### src/rtl/serial_rx_pkg.sv
package serial_rx_pkg;
    typedef enum logic [1:0] {
        RX_IDLE,
        RX_START,
        RX_DATA,
        RX_STOP
    } rx_state_e;
endpackage

### src/rtl/rx_deserializer.sv
module rx_deserializer
    import serial_rx_pkg::*;
#(
    parameter int DATA_W = 8,
    parameter int OVS    = 16
) (
    input  logic              clk,
    input  logic              rst_n,
    input  logic              os_tick,
    input  logic              rxd,
    input  logic              msb_first,
    output logic              byte_valid,
    output logic [DATA_W-1:0] byte_data,
    output logic              stop_bad
);
    localparam int CW = $clog2(OVS);
    localparam int IW = $clog2(DATA_W);

    typedef struct packed {
        rx_state_e         state;
        logic [CW-1:0]     cnt;
        logic [IW-1:0]     idx;
        logic [DATA_W-1:0] shreg;
        logic [1:0]        sync;
        logic              last;
        logic              valid;
        logic              bad;
        logic [DATA_W-1:0] data;
    } deser_t;

    deser_t s_q, s_d;
    logic   rx_s;
    logic   fall;

    assign rx_s = s_q.sync[1];
    assign fall = s_q.last & ~rx_s;

    always_comb begin
        s_d       = s_q;
        s_d.sync  = {s_q.sync[0], rxd};
        s_d.last  = rx_s;
        s_d.valid = 1'b0;
        s_d.bad   = 1'b0;
        unique case (s_q.state)
            RX_IDLE: begin
                if (fall) begin
                    s_d.state = RX_START;
                    s_d.cnt   = '0;
                end
            end
            RX_START: begin
                if (os_tick) begin
                    s_d.cnt = s_q.cnt + 1'b1;
                    if (s_q.cnt == CW'(OVS / 2 - 1)) begin
                        s_d.cnt   = '0;
                        s_d.idx   = '0;
                        s_d.state = rx_s ? RX_IDLE : RX_DATA;
                    end
                end
            end
            RX_DATA: begin
                if (os_tick) begin
                    s_d.cnt = s_q.cnt + 1'b1;
                    if (s_q.cnt == CW'(OVS - 1)) begin
                        s_d.cnt = '0;
                        if (msb_first)
                            s_d.shreg = {s_q.shreg[DATA_W-2:0], rx_s};
                        else
                            s_d.shreg = {rx_s, s_q.shreg[DATA_W-1:1]};
                        s_d.idx = s_q.idx + 1'b1;
                        if (s_q.idx == IW'(DATA_W - 1))
                            s_d.state = RX_STOP;
                    end
                end
            end
            RX_STOP: begin
                if (os_tick) begin
                    s_d.cnt = s_q.cnt + 1'b1;
                    if (s_q.cnt == CW'(OVS - 1)) begin
                        s_d.cnt   = '0;
                        s_d.valid = 1'b1;
                        s_d.bad   = ~rx_s;
                        s_d.data  = s_q.shreg;
                        s_d.state = RX_IDLE;
                    end
                end
            end
            default: s_d.state = RX_IDLE;
        endcase
    end

    always_ff @(posedge clk or negedge rst_n) begin
        if (!rst_n) begin
            s_q       <= '0;
            s_q.state <= RX_IDLE;
            s_q.sync  <= 2'b11;
            s_q.last  <= 1'b1;
        end else begin
            s_q <= s_d;
        end
    end

    assign byte_valid = s_q.valid;
    assign byte_data  = s_q.data;
    assign stop_bad   = s_q.bad;
endmodule

### src/rtl/rx_byte_fifo.sv
module rx_byte_fifo #(
    parameter int DATA_W = 8,
    parameter int DEPTH  = 16
) (
    input  logic              clk,
    input  logic              rst_n,
    input  logic              push,
    input  logic [DATA_W-1:0] push_data,
    input  logic              pop,
    output logic [DATA_W-1:0] rd_data,
    output logic [$clog2(DEPTH+1)-1:0] count,
    output logic              full,
    output logic              empty,
    output logic              dropped
);
    localparam int AW   = $clog2(DEPTH);
    localparam int CNTW = $clog2(DEPTH + 1);

    typedef struct packed {
        logic [DEPTH-1:0][DATA_W-1:0] mem;
        logic [AW-1:0]                wp;
        logic [AW-1:0]                rp;
        logic [CNTW-1:0]              cnt;
    } fifo_t;

    fifo_t f_q, f_d;
    logic  do_push;
    logic  do_pop;

    assign full    = (f_q.cnt == CNTW'(DEPTH));
    assign empty   = (f_q.cnt == '0);
    assign do_push = push & ~full;
    assign do_pop  = pop & ~empty;
    assign dropped = push & full;

    always_comb begin
        f_d = f_q;
        if (do_push) begin
            f_d.mem[f_q.wp] = push_data;
            f_d.wp = (f_q.wp == AW'(DEPTH - 1)) ? '0 : f_q.wp + 1'b1;
        end
        if (do_pop)
            f_d.rp = (f_q.rp == AW'(DEPTH - 1)) ? '0 : f_q.rp + 1'b1;
        if (do_push && !do_pop)
            f_d.cnt = f_q.cnt + 1'b1;
        else if (do_pop && !do_push)
            f_d.cnt = f_q.cnt - 1'b1;
    end

    always_ff @(posedge clk or negedge rst_n) begin
        if (!rst_n) f_q <= '0;
        else        f_q <= f_d;
    end

    assign rd_data = f_q.mem[f_q.rp];
    assign count   = f_q.cnt;
endmodule

### src/rtl/serial_rx_fifo.sv
module serial_rx_fifo #(
    parameter int DATA_W = 8,
    parameter int DEPTH  = 16,
    parameter int OVS    = 16
) (
    input  logic              clk,
    input  logic              rst_n,
    input  logic              os_tick,
    input  logic              rxd,
    input  logic              msb_first,
    input  logic              rd_en,
    input  logic              ovr_clr,
    input  logic              ferr_clr,
    output logic [DATA_W-1:0] rd_data,
    output logic [$clog2(DEPTH+1)-1:0] level,
    output logic              empty,
    output logic              full,
    output logic              overrun,
    output logic              frame_err
);
    typedef struct packed {
        logic ovr;
        logic ferr;
    } flags_t;

    flags_t            fl_q, fl_d;
    logic              byte_valid;
    logic [DATA_W-1:0] byte_data;
    logic              stop_bad;
    logic              dropped;

    rx_deserializer #(.DATA_W(DATA_W), .OVS(OVS)) u_deser (
        .clk        (clk),
        .rst_n      (rst_n),
        .os_tick    (os_tick),
        .rxd        (rxd),
        .msb_first  (msb_first),
        .byte_valid (byte_valid),
        .byte_data  (byte_data),
        .stop_bad   (stop_bad)
    );

    rx_byte_fifo #(.DATA_W(DATA_W), .DEPTH(DEPTH)) u_fifo (
        .clk       (clk),
        .rst_n     (rst_n),
        .push      (byte_valid),
        .push_data (byte_data),
        .pop       (rd_en),
        .rd_data   (rd_data),
        .count     (level),
        .full      (full),
        .empty     (empty),
        .dropped   (dropped)
    );

    always_comb begin
        fl_d.ovr  = dropped | (fl_q.ovr & ~ovr_clr);
        fl_d.ferr = (byte_valid & stop_bad) | (fl_q.ferr & ~ferr_clr);
    end

    always_ff @(posedge clk or negedge rst_n) begin
        if (!rst_n) fl_q <= '0;
        else        fl_q <= fl_d;
    end

    assign overrun   = fl_q.ovr;
    assign frame_err = fl_q.ferr;
endmodule

### config.mk
export PLATFORM = sky130hd
export DESIGN_NAME = serial_rx_fifo
export DESIGN_NICKNAME = d
export VERILOG_FILES = /design/src/rtl/serial_rx_pkg.sv /design/src/rtl/rx_deserializer.sv /design/src/rtl/rx_byte_fifo.sv /design/src/rtl/serial_rx_fifo.sv
export SDC_FILE = /design/constraint.sdc
export NUM_CORES = 1
export LEC_CHECK = 0
export CAP_MARGIN = 20
export CORE_ASPECT_RATIO = 0.75
export CORE_UTILIZATION = 50
export CTS_CLUSTER_DIAMETER = 100
export CTS_CLUSTER_SIZE = 20
export DETAILED_ROUTE_END_ITERATION = 6
export DONT_BUFFER_PORTS = 1
export GPL_TIMING_DRIVEN = 0
export SLEW_MARGIN = 20
export SYNTH_ARGS = -nofsm -noshare
export SYNTH_HDL_FRONTEND = slang
export SYNTH_SLANG_ARGS = --single-unit
### constraint.sdc
create_clock -name clk -period 6 [get_ports clk]
set_input_delay 0.6 -clock clk [delete_from_list [all_inputs] [get_ports clk]]
set_output_delay 0.6 -clock clk [all_outputs]
set_load 0.03 [all_outputs]
# Word-level counts from Yosys, hierarchy flattened
# Cells that the tools add are included.
[op_classes] bitwise_logic=14 magnitude_cmp=3 n_eq_ne=17 muxes=24 n_addsub=6 reduce_logical=14
[op_table] op="$bwmux W128" count=1
[op_table] op="$mux W17" count=2
[op_table] op="$bmux W8 S4" count=1
[op_table] op="$demux W8 S4" count=1
[op_table] op="$mux W10" count=3
[op_table] op="$mux W8" count=3
[op_table] op="$pmux W6 S4" count=1
[op_table] op="$mux W6" count=3
[op_table] op="$mux W9" count=2
[op_table] op="$add A4 B1 Y4 const B" count=3
[op_table] op="$eq A4 B4 Y1 const B" count=3
[op_table] op="$lt A4 B5 Y1 const B" count=2
[op_table] op="$mux W5" count=2
[op_table] op="$ne A2 B1 Y1 const B" count=5
[op_table] op="$mux W4" count=2
[op_table] op="$reduce_and A8 Y1" count=1
[op_table] op="$and A1 B1 Y1" count=7
[op_table] op="$ne A2 B2 Y1 const B" count=3
[op_table] op="$pmux W3 S2" count=1
[op_table] op="$reduce_and A3 Y1" count=2
[op_table] op="$add A5 B1 Y5 const B" count=1
[op_table] op="$eq A5 B5 Y1 const B" count=1
[op_table] op="$logic_not A5 Y1" count=1
[op_table] op="$not A1 Y1" count=5
[op_table] op="other kinds (15)" count=22
[word_totals] reg_bits=173 elab_cells=108 output_inout_bits=17

# Depth between registers and ports, before layout
# Gate-level depths: netlist (run 1).
[depth] depth_word=7 ltp_mapped=11 mapped_depth_nobuf=9

# Modules after synthesis
# Synthesis (run 1) repeated with hierarchy kept, for this count alone.
[hier_totals] hier_cells=614 hier_area_um2=8435.6
[by_module_without_submodules] module="rx_byte_fifo" cells_each=485 instances=1 area_per_inst_um2=6910.4
[by_module_without_submodules] module="rx_deserializer" cells_each=122 instances=1 area_per_inst_um2=1451.4
[by_module_without_submodules] module="serial_rx_fifo" cells_each=7 instances=1 area_per_inst_um2=73.8

# Worst setup path after synthesis (run 1)
# Ideal clock, no wire load.
[synth_timing] kind="register to register" start="register u_fifo.f_q, in the netlist u_fifo.count[3]" end="register u_fifo.f_q, in the netlist u_fifo.count[4]" path_slack_ns=3.358 stages_incl_launch_ff=10 arrival_time_ns=2.562 cell_sequence="dfrtp_1 > or3_4 > o31ai_2 > ha_1 > inv_1 > fa_1 > a21o_1 > a21oi_1 > mux2i_1 > xnor2_1"
[synth_via] elab_chain_len=6 word_cells_on_any_way=15 classes_between="add/sub (2); eq/ne (1); mux (2); bitwise (4); reduce/logical (6)"
[synth_rtl] item="from (decl)" line="rx_byte_fifo.sv:26" text="fifo_t f_q, f_d;"
[synth_rtl] item="from (signal assigned)" line="rx_byte_fifo.sv:51" text="if (!rst_n) f_q <= '0;"
[synth_rtl] item="from (signal assigned)" line="rx_byte_fifo.sv:52" text="else f_q <= f_d;"
[synth_rtl] item="branches (longest 6 deep; another with $sub A5 B1 Y5)"
# Several ways; the timed one is not identified. The select of a mux whose other input is x is not followed.
# A chain may end at the register's enable or synchronous reset.

# Worst setup path after layout (run 1)
[layout_timing] start="register u_fifo.f_q[6] (netlist bit)" end="output rd_data[0]"
[layout_via] elab_chain_len=2
[layout_rtl] item="$bmux W8 S4" line="rx_byte_fifo.sv:55" text="assign rd_data = f_q.mem[f_q.rp];"
[layout_rtl] item="$mux W8 (implied by the code)" line="rx_byte_fifo.sv:55"
[layout_rtl] item="to (decl)" line="serial_rx_fifo.sv:14" text="output logic [DATA_W-1:0] rd_data,"
# Every way passes these cells. The select of a mux whose other input is x is not followed.

==> results of run 1 <==
kinds of logic after synthesis:
group           count (synthesis)  share of synthesized area (%)
compound gates                 78                           6.38
xor+xnor                        7                          0.739
fa+ha+maj                      13                           2.05
buf+inv                        52                           3.09
flops                         173                           52.2
mux                           199                           29.3
simple gates                   70                           6.20
worst paths after layout:
check | slack (ns) | startpoint | to
worst max register to register | 2.88 | u_fifo.count[3] | u_fifo.count[4]
worst min register to register | 0.36 | u_deser.s_d[12] | u_deser.rx_s
worst min-delay path | 0.16 | rxd | u_deser.s_d[12]
min in group asynchronous | 0.18 | rst_n | overrun
worst max-delay path | 2.63 | u_fifo.f_q[6] | rd_data[0]
max in group asynchronous | 5.18 | rst_n | u_deser.byte_data[3]
sequential cells by signal, indices dropped and copies added (netlist names):
name,cells
u_fifo.f_q,136
u_deser.s_q,18
u_deser.byte_data,8
u_fifo.count,5
frame_err,1
overrun,1
u_deser.byte_valid,1
u_deser.rx_s,1
u_deser.s_d,1
u_deser.stop_bad,1
power groups by stage:
stage / combinational, mW / clock, mW / sequential, mW
2_1_floorplan: 0.648 / 0 / 1.27
3_3_place_gp: 0.809 / 0 / 1.28
3_5_place_dp: 0.823 / 0 / 1.29
4_1_cts: 0.856 / 1.18 / 1.27
5_1_grt: 0.922 / 1.23 / 1.27
6_report: 0.852 / 1.15 / 1.27
critical path: cells and delay by family, from the launching register on:
family	cells	cell delay, ns
AOI/OAI and AO/OA	2	0.40
buffers and inverters	3	1.18
DFF	1	0.34
and+or+nand+nor	2	0.42
per-layer routing:
layer / routed length [um] / share of wire, % / GRT usage, % / up-vias
met5: 0 / 0 / 0 / -
met4: 172 / 0.98 / 6.53 / 0
met3: 582 / 3.3 / 4.80 / 16
met2: 7840 / 45 / 33.2 / 70
met1: 8950 / 51 / 33.8 / 2597
li1: - / - / - / 2223
per-stage QoR:
step                std cells  hold slack [ns]
global route              836            0.137
CTS                       836            0.142
detailed placement        802            0.309
finish                    836            0.161
global placement          802            0.311
floorplan                 592            0.304
layout by cell type (no fill, tap or decap), types with 4 or more instances in the layout:
master	count
mux2_1	8
a22oi_1	9
mux2_2	117
clkbuf_1	18
ha_1	12
nand2_1	20
mux4_2	16
dfrtp_1	170
nand3_2	4
nor2_1	14
nand3_4	12
buf_4	5
a21oi_1	14
xnor2_1	4
mux2i_1	42
mux2_4	16
o21ai_0	22
clkinv_2	4
buf_1	4
buf_2	9
clkbuf_16	17
a21o_1	4
inv_1	13
a221oi_1	16
final cells by class:
cell class / instances / area [um^2]
timing repair buffer: 2 / 37.5
tap: 210 / 263
buffer: 39 / 208
fill: 1304 / 6910
clock inverter: 13 / 164
clock buffer: 19 / 453
multi-input combinational: 367 / 3700
inverter: 13 / 48.8
sequential: 173 / 4330
timing repair:
| action | 4_1_cts | 5_1_grt |
|---|---|---|
| hold buffers | 2 | 0 |
| endpoints found under the hold margin | 170 | 0 |
| endpoints found under the setup margin | 0 | 0 |
| gates resized for setup | 0 | 0 |
==> flow_summary.ini, run 1 <==
[cells_and_area]
final_area_um2 = 9210
final_layout_size_suffix_gt1_share_pct = 35.6
area_growth_pct = 11.1
fin_util_pct = 57.2
num-nets-final = 634
antenna_cells = 0

[routing]
drc_errors = 0
firstDrtPassIters = 5
viasPerCell = 5.87
drt_iter0_markers = 349
vias = 4906
ant_nets = 0
wl_per_cell_um = 21.0
wirelength_mm = 17.5

[placement]
dpl-instance-area_um2 = 8560
io_buffers = 0
place.detailed.hpwl_mm = 12.2
place_ws_ns = 2.84
gp_congestion = 0.832

[sta]
finalSetupViolCount = 0
rsz0062_at_grt = false
max_freq_ghz = 0.296
skew_ns = 0.0104
slew_headroom_pct = 34.7
tns_ns = 0
tightest_slew_ns = 0.973
drv_slew = 0
fin_crit_sh_pct = 56.2
finalCriticalPeriod_ns = 3.37
finalHoldViolations = 0
setup_ws_ns = 2.63

[floorplanning]
start_util_pct = 51.5
core_area_um2 = 16100
pin_count = 25
die_y_um = 114
row_count = 40
dieWidth_um = 151
die_area_um2 = 17100

[synthesis]
synth.distinct_cells = 51
ys_dominant_reg_cell = dfrtp_1
synth_area_um2 = 8290
synth_fp_nets = 613
synth_top_area_cell = dfrtp_1
synth_warnings = 0
synthCells = 592
synth_top_cell_area_share_pct = 51.3
ys_async_sr_fraction_pct = 100
synth_edf_count = 0
synthTopCellsByArea = dfrtp_1, mux2_2, mux2i_1, mux4_2, mux2_4
ys_ff_latch = 173
synthTopCellsByCount = dfrtp_1, mux2_2, mux2i_1
avgSynthCellArea_um2 = 14.0
ys_seq_area_share_pct = 52.2
synth.most_common_cell = dfrtp_1

[global_routing]
grt_pass1_vias = 5081
grt_max_degree = 171
grt_pass1_wl_mm = 28.4
grt_usage_pct = 22.6
antenna_found_initial = 0
grt_overflow_total = 0

[run_status]
status = completed

[power_and_ir_drop]
seqPwrFrac_pct = 38.7
power_mw = 3.27
power_frac_comb_pct = 26.1
power_density_nw_per_um2 = 355
vdd_ir_drop_max_mv = 0.205
intPower_mw = 2.18
p_switching_mw = 1.09
clkPwrFrac_pct = 35.2
switching_share_pct = 33.4
power.leakage_nw = 4.44

[critical_path]
worstRegToRegCells = 9
crit_path_max_incr_delay_ns = 0.47
arrival_ns = 2.77
cp_data_required_time_ns = 5.40
start_kind = flop
crit_chain = buf_2 > and2_1 > clkbuf_1 > buf_1 > a221oi_1 > a22oi_1 > nand2_1
path_class = flop to output port
cp_max_fo = 10
worst_path_max_delay_cell = buf_1
endpoint_kind = output port

[cts]
post_cts_buffers = 0
clock_latency_ns = 0.43
cts_inserted_buffers = 17
clk_pin_slew_ns = 0.07
cts.path.max_buffers = 2
cts_root_buf = clkbuf_16
cts_tree = done
h-tree-depth = 4
clock_sink_count = 173

[flow_run]
max_cap_viol_count = 0

[hold_path]
min_path_cells = 0
hold_path_class = input port to flop
Note: power is estimated with default switching activity, not from simulation.
==> run 2: changes to the inputs <==
PLACE_DENSITY = 0.68   (was default)
clock period = 2.94 ns   (was 6 ns; I/O delays follow)
==> run 2 against run 1 <==
The flow now finishes with violations (negative hold slack). Clock-buffer cell count grew 1. Worst hold slack lost 0.60 ns. Core utilization grew 0.10 points. Setup slack lost 2.5 ns. Sequential power grew 100%. Clock skew grew 0.0076 ns. Design area grew 0.18%. Die area is the same. Critical path type is now flop to flop. Highest routed layer unchanged.
==> flow_summary.ini, run 2 (synthesized netlist as in run 1, its figures left out) <==
[run_status]
status = complete, but fails checks
failed_checks = negative hold slack

[placement]
io_buffers = 0
dpl-instance-area_um2 = 8560
place_ws_ns = -0.189
gp_congestion = 0.803
placedCellCount = 802
place.detailed.hpwl_mm = 12.3

[cells_and_area]
antenna_cells = 0
fin_util_pct = 57.3
stdcell_count = 839
largest_reg_flops = 136
final_area_um2 = 9230
num-fill-cells = 1328
final_layout_size_suffix_gt1_share_pct = 37.5
top_register = u_fifo.f_q
area_growth_pct = 11.3
layout_commonest_cell = dfrtp_1
layout_common_cells = dfrtp_1, mux2_2, mux2i_1
num-nets-final = 638

[floorplanning]
pin_count = 25
die_y_um = 114
dieWidth_um = 151
core_area_um2 = 16100
row_count = 40
die_area_um2 = 17100
start_util_pct = 51.5

[sta]
finalSetupViolCount = 0
max_freq_ghz = 0.354
skew_ns = 0.0180
finalCriticalPeriod_ns = 2.82
tightest_slew_ns = 0.966
drv_slew = 0
finalHoldViolations = 173
tns_ns = 0
setup_ws_ns = 0.118
fin_crit_sh_pct = 96.0
slew_headroom_pct = 35.1
whs_ns = -0.443

[critical_path]
cp_max_fo = 10
start_kind = flop
endpoint_kind = flop
worstRegToRegCells = 11
path_class = flop to flop
reg2reg_slack_ns = 0.12
r2r-end = u_fifo.count[4]
startpoint = u_fifo.count[2]
worst_path_max_delay_cell = dfrtp_1
arrival_ns = 3.18
crit_chain = or3_4 > o31a_1 > buf_6 > buf_6 > ha_1 > inv_2 > ha_1 > a21o_1 > a21oi_1 > mux2i_1 > xnor2_1
cp_data_required_time_ns = 3.29
crit_path_max_incr_delay_ns = 0.43
reg2reg_from = u_fifo.count[2]

[power_and_ir_drop]
switching_share_pct = 34.0
power_mw = 6.55
clkPwrFrac_pct = 33.3
power_frac_comb_pct = 27.2
seqPwrFrac_pct = 39.5
vdd_ir_drop_max_mv = 0.376
intPower_mw = 4.32
power_density_nw_per_um2 = 710
p_switching_mw = 2.23
power.leakage_nw = 4.43

[flow_run]
max_cap_viol_count = 0

[global_routing]
grt_overflow_total = 0
grt_pass1_vias = 5387
grt_pass1_wl_mm = 28.9
grt_max_degree = 174
antenna_found_initial = 0
grt_usage_pct = 22.9

[routing]
vias = 4911
ant_nets = 0
wirelength_mm = 17.5
firstDrtPassIters = 4
drt_iter0_markers = 242
drc_errors = 0
viasPerCell = 5.85
wl_per_cell_um = 20.8

[cts]
clock_latency_ns = 0.44
cts_tree = done
cts.path.max_buffers = 2
clk_pin_slew_ns = 0.06
h-tree-depth = 4
cts_hold_buf = 4
cts_inserted_buffers = 17
clock_sink_count = 173
cts_root_buf = clkbuf_16

[hold_path]
hold_path_class = input port to async pin
run 2: cell types whose count changed in the layout (fill, tap and decap cells not counted), sizes merged:
cell,change
clkinv,-3
dlygate4sd3,+3
bufinv,-2
clkinvlp,+2
clkbuf,+1
clkdlybuf4s15,+1
inv,+1
run 2: worst max path at each step:
stage                            endpoint
after floorplan           u_fifo.count[4]
after global placement    u_fifo.count[4]
after detailed placement  u_fifo.count[4]
after CTS                 u_fifo.count[4]
after global routing           rd_data[6]
final                     u_fifo.count[4]
run 2: cell type report:
cell class | count | area [um^2] | share of cell area, %
buffer | 38 | 218 | 2.36
clock buffer | 20 | 457 | 4.95
inverter | 13 | 48.8 | 0.529
tap | 210 | 263 | 2.85
multi-input combinational | 367 | 3730 | 40.5
sequential | 173 | 4330 | 47.0
clock inverter | 11 | 110 | 1.19
timing repair buffer | 7 | 62.6 | 0.678
run 2: repair_timing:
item,in CTS,in global routing
setup buffers,0,3
hold endpoints to repair,177,173
gates cloned,0,0
setup endpoints to repair,9,9
pin swaps,0,1
gates resized for setup,5,12
run 2: critical path, delay by kind of cell (launching register included):
family / cells / cell delay, ns
buffers and inverters: 3 / 0.40
xor gates and xnor gates: 1 / 0.14
adders and majority gates: 2 / 0.48
muxes: 1 / 0.24
DFF: 1 / 0.43
and+or+nand+nor: 1 / 0.42
AOI/OAI and AO/OA: 3 / 0.63
run 2: layer usage:
layer	vias to the layer above	GRT usage (%)	part of all wire [%]
li1	2228	-	-
met1	2568	32.7	48
met2	92	33.3	46
met3	23	6.76	5.0
met4	0	7.73	1.4
met5	-	0	0
run 2: power by group through the flow:
stage	logic (mW)	clock network (mW)	registers, mW
floorplan	1.32	0	2.60
global placement	1.66	0	2.62
detailed placement	1.69	0	2.63
CTS	1.73	2.22	2.59
global route	1.93	2.33	2.60
finish	1.78	2.18	2.59
